<file path="config.mk">
export PLATFORM = sky130hd
export DESIGN_NAME = mesh_route_unit
export DESIGN_NICKNAME = d
export VERILOG_FILES = /design/src/rtl/mroute_pkg.sv /design/src/rtl/mroute_offset.sv /design/src/rtl/mroute_select.sv /design/src/rtl/mroute_vc_table.sv /design/src/rtl/mesh_route_unit.sv
export SDC_FILE = /design/constraint.sdc
export NUM_CORES = 1
export LEC_CHECK = 0
export BUFFER_PORTS_ARGS = -buffer_cell sky130_fd_sc_hd__buf_2
export CAP_MARGIN = 25
export CORE_ASPECT_RATIO = 0.6
export CORE_MARGIN = 8
export CORE_UTILIZATION = 48
export CTS_CLUSTER_SIZE = 12
export DETAILED_ROUTE_END_ITERATION = 16
export PLACE_DENSITY = 0.78
export SYNTH_ARGS = -nofsm -noshare
export SYNTH_HDL_FRONTEND = slang
export SYNTH_SLANG_ARGS = --single-unit
</file>
<file path="constraint.sdc">
create_clock -name clk -period 1 [get_ports clk]
set_clock_uncertainty 0.05 [all_clocks]
set_input_delay 0.1 -clock clk [delete_from_list [all_inputs] [get_ports clk]]
set_output_delay 0.1 -clock clk [all_outputs]
set_load 0.005 [all_outputs]
</file>
<file path="src/rtl/mroute_pkg.sv">
package mroute_pkg;

  localparam int NPORT = 5;
  localparam int P_E = 0;
  localparam int P_W = 1;
  localparam int P_N = 2;
  localparam int P_S = 3;
  localparam int P_L = 4;

  typedef logic [NPORT-1:0] pvec_t;

  typedef enum logic [1:0] {
    M_XY    = 2'd0,
    M_WF    = 2'd1,
    M_PLANE = 2'd2,
    M_XY2   = 2'd3
  } rmode_e;

  typedef struct packed {
    logic e;
    logic w;
    logic n;
    logic s;
    logic here;
  } need_t;

  function automatic pvec_t port_bit(input int idx);
    pvec_t v;
    v = '0;
    v[idx] = 1'b1;
    return v;
  endfunction

  // choose between an X candidate and a Y candidate using congestion
  function automatic pvec_t pick_pair(input logic hx, input int xi,
                                      input logic hy, input int yi,
                                      input pvec_t cg);
    if (hx && hy) begin
      if (cg[xi] && !cg[yi]) return port_bit(yi);
      return port_bit(xi);
    end
    if (hx) return port_bit(xi);
    if (hy) return port_bit(yi);
    return '0;
  endfunction

  function automatic pvec_t route_xy(input need_t nd);
    if (nd.here) return port_bit(P_L);
    if (nd.e)    return port_bit(P_E);
    if (nd.w)    return port_bit(P_W);
    if (nd.n)    return port_bit(P_N);
    if (nd.s)    return port_bit(P_S);
    return '0;
  endfunction

  function automatic pvec_t route_wf(input need_t nd, input pvec_t cg);
    if (nd.here) return port_bit(P_L);
    if (nd.w)    return port_bit(P_W);
    return pick_pair(nd.e, P_E, nd.n | nd.s, nd.n ? P_N : P_S, cg);
  endfunction

  function automatic pvec_t route_nl(input need_t nd, input pvec_t cg);
    if (nd.here) return port_bit(P_L);
    if (nd.e || nd.w || nd.s)
      return pick_pair(nd.e | nd.w, nd.e ? P_E : P_W, nd.s, P_S, cg);
    if (nd.n) return port_bit(P_N);
    return '0;
  endfunction

endpackage

</file>
<file path="src/rtl/mroute_offset.sv">
module mroute_offset
  import mroute_pkg::*;
#(
  parameter int CW = 4
) (
  input  logic [CW-1:0] cur_x,
  input  logic [CW-1:0] cur_y,
  input  logic [CW-1:0] dst_x,
  input  logic [CW-1:0] dst_y,
  output need_t         need
);

  always_comb begin
    need.e    = dst_x > cur_x;
    need.w    = dst_x < cur_x;
    need.n    = dst_y > cur_y;
    need.s    = dst_y < cur_y;
    need.here = (dst_x == cur_x) && (dst_y == cur_y);
  end

endmodule

</file>
<file path="src/rtl/mroute_select.sv">
module mroute_select
  import mroute_pkg::*;
(
  input  logic [1:0] mode_i,
  input  need_t      need,
  input  pvec_t      cong_i,
  input  logic [2:0] in_port,
  input  logic       in_plane,
  output pvec_t      port_o,
  output logic       plane_o,
  output logic       cross_o
);

  logic west_ok;

  assign west_ok = (in_port == 3'(P_E)) || (in_port == 3'(P_L));

  always_comb begin
    port_o  = '0;
    plane_o = 1'b0;
    cross_o = 1'b0;
    case (mode_i)
      M_WF: port_o = route_wf(need, cong_i);
      M_PLANE: begin
        if (in_plane) begin
          port_o  = route_nl(need, cong_i);
          plane_o = 1'b1;
        end else if (need.w && !west_ok) begin
          port_o  = route_nl(need, cong_i);
          plane_o = 1'b1;
          cross_o = 1'b1;
        end else begin
          port_o = route_wf(need, cong_i);
        end
      end
      default: port_o = route_xy(need);
    endcase
  end

endmodule

</file>
<file path="src/rtl/mroute_vc_table.sv">
module mroute_vc_table
  import mroute_pkg::*;
#(
  parameter int NVC = 4,
  localparam int VCW = (NVC > 1) ? $clog2(NVC) : 1
) (
  input  logic           clk,
  input  logic           rst_n,
  input  logic           wr_en,
  input  logic [VCW-1:0] wr_vc,
  input  pvec_t          wr_port,
  input  logic           wr_plane,
  input  logic [VCW-1:0] rd_vc,
  output pvec_t          rd_port,
  output logic           rd_plane
);

  pvec_t      ent_port  [NVC];
  logic [NVC-1:0] ent_plane;

  for (genvar v = 0; v < NVC; v++) begin : g_ent
    always_ff @(posedge clk or negedge rst_n) begin
      if (!rst_n) begin
        ent_port[v]  <= '0;
        ent_plane[v] <= 1'b0;
      end else if (wr_en && (wr_vc == VCW'(v))) begin
        ent_port[v]  <= wr_port;
        ent_plane[v] <= wr_plane;
      end
    end
  end

  always_comb begin
    rd_port  = '0;
    rd_plane = 1'b0;
    if (int'(rd_vc) < NVC) begin
      rd_port  = ent_port[rd_vc];
      rd_plane = ent_plane[rd_vc];
    end
  end

endmodule

</file>
<file path="src/rtl/mesh_route_unit.sv">
module mesh_route_unit
  import mroute_pkg::*;
#(
  parameter int CW  = 4,
  parameter int NVC = 4,
  localparam int VCW = (NVC > 1) ? $clog2(NVC) : 1
) (
  input  logic           clk,
  input  logic           rst_n,
  input  logic [1:0]     cfg_mode,
  input  logic [CW-1:0]  my_x,
  input  logic [CW-1:0]  my_y,
  input  logic           hd_valid,
  input  logic [VCW-1:0] hd_vc,
  input  logic [CW-1:0]  hd_dst_x,
  input  logic [CW-1:0]  hd_dst_y,
  input  logic           hd_plane,
  input  logic [2:0]     hd_in_port,
  input  logic [4:0]     cong,
  input  logic [VCW-1:0] bd_vc,
  output logic           rt_valid,
  output logic [4:0]     rt_port,
  output logic           rt_plane,
  output logic [VCW-1:0] rt_vc,
  output logic [4:0]     bd_port,
  output logic           bd_plane
);

  need_t need_w;
  pvec_t route_vec;
  logic  route_plane;
  logic  cross_evt;
  logic  head_fire;

  assign head_fire = hd_valid;

  mroute_offset #(.CW(CW)) u_offset (
    .cur_x (my_x),
    .cur_y (my_y),
    .dst_x (hd_dst_x),
    .dst_y (hd_dst_y),
    .need  (need_w)
  );

  mroute_select u_select (
    .mode_i   (cfg_mode),
    .need     (need_w),
    .cong_i   (cong),
    .in_port  (hd_in_port),
    .in_plane (hd_plane),
    .port_o   (route_vec),
    .plane_o  (route_plane),
    .cross_o  (cross_evt)
  );

  mroute_vc_table #(.NVC(NVC)) u_table (
    .clk      (clk),
    .rst_n    (rst_n),
    .wr_en    (head_fire),
    .wr_vc    (hd_vc),
    .wr_port  (route_vec),
    .wr_plane (route_plane),
    .rd_vc    (bd_vc),
    .rd_port  (bd_port),
    .rd_plane (bd_plane)
  );

  always_ff @(posedge clk or negedge rst_n) begin
    if (!rst_n) begin
      rt_valid <= 1'b0;
      rt_port  <= '0;
      rt_plane <= 1'b0;
      rt_vc    <= '0;
    end else begin
      rt_valid <= head_fire;
      rt_port  <= head_fire ? route_vec : '0;
      rt_plane <= head_fire & route_plane;
      rt_vc    <= head_fire ? hd_vc : '0;
    end
  end

endmodule

</file>
==> impl_metrics.csv <==
group,metric,value,unit
floorplanning,row_count,18,
power,pwr-share-clk,0.255,
power,p_per_area,1290,mW/mm^2
finish,area_growth,71.0,%
worst_setup_path,crit_family,"simple AND/OR/NAND/NOR gates",
worst_setup_path,start_kind,"input pin",
grt,grt_pass1_vias,2368,
worst_setup_path,crit_chain,"buf_8, inv_8, ha_4, nand4_1, nor2_1, buf_4, nor3_4, buf_6, a22oi_2, o21ai_2",
grt,antenna_found_initial,0,
power,p_leak,1.58,nW
timing,rsz0062_at_grt,"true",
floorplanning,die_x,100,um
timing,maxSlewHeadroom,0.693,
clock_network,clk_pin_slew_worst_paths,60,ps
logic_synthesis,ys_async_sr_fraction,1.00,
power,cellInternalPower,0.00300,W
floorplanning,core_area,0.00410,sq mm
routing,wl_per_cell,22.9,um
worst_setup_path,cp_num_buf_inv,4,
clock_network,clock_path_buffers,2,
clock_network,cts_num_sinks,33,
clock_network,cts_htree_levels,2,
grt,gr-usage-met3,0.0655,
worst_setup_path,crit_type,"in -> reg",
placement,hpwl,4.89,mm
logic_synthesis,synth_ff_type,"dfrtp_1",
logic_synthesis,synth_top_area_frac,0.402,
routing,drt_iter0_drc,237,
timing,hold_violations,0,
power,p_sw_frac,0.336,
clock_network,cts-buffers-inserted,5,
worst_setup_path,end_kind,"register",
finish,final_cells,389,
worst_setup_path,cp_data_arrival_time,1660,ps
logic_synthesis,synth_cells,206,
finish,finalNetCount,372,
grt,grt_overflow,0,
routing,vias,2400,
timing,finalCritPeriodShare,1.54,
status,violations,"setup timing",
placement,portBuffers,46,
floorplanning,boundaryPins,49,
logic_synthesis,synth_top_area_cell,"dfrtp_1",
grt,grt_max_degree,34,
worst_setup_path,worstPathRequired,1120,ps
power,power_frac_seq,0.350,
grt,use_met1,0.275,
power,power_frac_comb,0.395,
floorplanning,dieArea,0.00670,sq mm
grt,grt.total_usage,0.230,
logic_synthesis,synth_edf_count,0,
routing,vias_per_cell,6.17,
clock_network,tritoncts,"done",
timing,slew_viol_final,0,
logic_synthesis,synth.area.top_cells,"dfrtp_1 40%, mux4_2 6.6%, ha_1 6.1%, nand2_1 3.5%, nor2_1 3.1%",
grt,grt.busiest_layer,"met2",
worst_setup_path,cp_max_fo,8,
logic_synthesis,synth_cell_type_count,47,
routing,dr.pass1.iters,6,
worst_setup_path,crit_slowest_cell,"ha_4",
routing,drcViolationCount,0,
floorplanning,initial_core_util,0.501,
timing,setup_ws,-540,ps
logic_synthesis,yosysWarnings,0,
logic_synthesis,yosys-top-cells-count,"33 x dfrtp_1, 19 x nand2_1, 17 x nor2_1, 12 x inv_1",
logic_synthesis,ys_seq_area_frac,0.402,
timing,fin_crit,1540,ps
finish,fin_util,0.857,
logic_synthesis,synth_area,0.00205,sq mm
finish,n_antenna_cell,0,
timing,fmax,0.649,GHz
placement,dp.cells,359,
placement,gp_congestion,0.905,
status,status,"finished with violations",
clock_network,clock_latency,290,ps
run,maxCapViolCount,0,
timing,setup_viol,36,
power,ir_drop,0.000888,V
floorplanning,die_h,66.7,um
grt,grt_pass1_wl,11.9,mm
worst_setup_path,max_stage_delay,300,ps
logic_synthesis,postSynthAreaPerCell,9.97,sq um
power,p_sw,0.00152,W
logic_synthesis,yosysMostFrequentCell,"dfrtp_1",
finish,drive_gt1_frac,0.629,
routing,ant_nets,0,
grt,use_met2,0.389,
placement,place_ws,-750,ps
clock_network,root_buffer,"clkbuf_8",
routing,wirelength,8.90,mm
timing,tns,-14350,ps
min_path,hold_path.class,"in -> reg",
logic_synthesis,ys_ff_latch,33,
logic_synthesis,syn_nets,250,
timing,worst_pin_slew,459,ps
## cells in the final DEF, fill, tap and decap left out, drive strengths merged, types with 2 or more instances in the layout
master / Yosys / layout
nor3: 6 / 6
nor2b: 5 / 5
a21oi: 11 / 11
nand4: 3 / 3
nand3: 5 / 5
nor3b: 2 / 2
and4: 2 / 2
nand2: 19 / 19
ha: 10 / 10
o211ai: 4 / 4
buf: 1 / 120
mux4: 6 / 6
o31ai: 6 / 6
a21o: 2 / 2
inv: 13 / 13
a211oi: 2 / 2
a22oi: 8 / 8
o21ai: 21 / 21
and2: 3 / 3
nor2: 17 / 17
mux2i: 5 / 5
a31oi: 4 / 4
nand2b: 2 / 2
clkbuf: 5 / 7
nand3b: 4 / 4
dfrtp: 33 / 33
## through the flow
step                      power [W]  area [sq um]  hold slack, ps
after floorplan             0.00222          2170            -246
after global placement      0.00279          2870            17.5
after detailed placement    0.00284          2870            21.4
after CTS                   0.00417          3320            41.2
after global routing        0.00466          3510            35.4
final                       0.00452          3510            45.9
## worst reg2reg max path: cells and delay by family (launching register included)
family,cells,cell delay (ps)
AOI/OAI and AO/OA,2,240
DFF,1,390
buffers and inverters,3,390
## kinds of logic after synthesis
family                   after synthesis  share of synthesized area
AND/OR/NAND/NOR                       70                      0.184
AO/OA/AOI/OAI                         63                      0.227
flip-flops                            33                      0.402
buffers and inverters                 19                     0.0353
multiplexers                          11                     0.0902
adder cells (fa/ha/maj)               10                     0.0609
## per-layer routing
metal	share of wire	wire (um)
met1	0.39	3440
met2	0.47	4150
met3	0.10	911
met4	0.045	400
met5	0	0
## state kept, by name (all words and copies together) (netlist names)
| signal | flops |
|---|---|
| rt_plane | 1 |
| rt_port | 5 |
| rt_valid | 1 |
| rt_vc | 2 |
| u_table.ent_plane | 4 |
| u_table.ent_port | 20 |
## power by group through the flow
| stage | Combinational, W | Sequential (W) | Clock (W) |
|---|---|---|---|
| floorplan | 0.000657 | 0.00156 | 0 |
| global placement | 0.00121 | 0.00158 | 0 |
| detailed placement | 0.00124 | 0.00159 | 0 |
| CTS | 0.00148 | 0.00157 | 0.00112 |
| global route | 0.00187 | 0.00159 | 0.00120 |
| finish | 0.00178 | 0.00158 | 0.00115 |
## area by class of cell
cell class | instances | area (sq um)
clock buffer | 7 | 96.3
clock inverter | 1 | 5.00
fill | 183 | 588
inverter | 13 | 66.3
multi-input combinational | 154 | 1540
sequential | 33 | 826
tap | 60 | 75.1
timing repair buffer | 121 | 902
## path summary, 6_finish.rpt
check,startpoint,to,slack [ps],cells after the start
min in group asynchronous,rst_n,u_table.ent_port[10],250,3
max in group asynchronous,rst_n,rt_valid,460,3
hold reg to reg,u_table.ent_port[17],u_table.ent_port[17],450,2
hold / removal,hd_valid,rt_valid,50,2
setup / recovery,my_x[3],u_table.ent_port[6],-540,10
setup reg to reg,u_table.ent_port[1],u_table.ent_port[1],-180,5
## repair_timing
action,4_1_cts,5_1_grt
endpoints found under the setup margin,36,36
hold buffers,1,0
gates resized for setup,46,26
buffers inserted,14,9
endpoints found under the hold margin,33,0
pin swaps,29,17
Power figures use the tool's default switching activity.
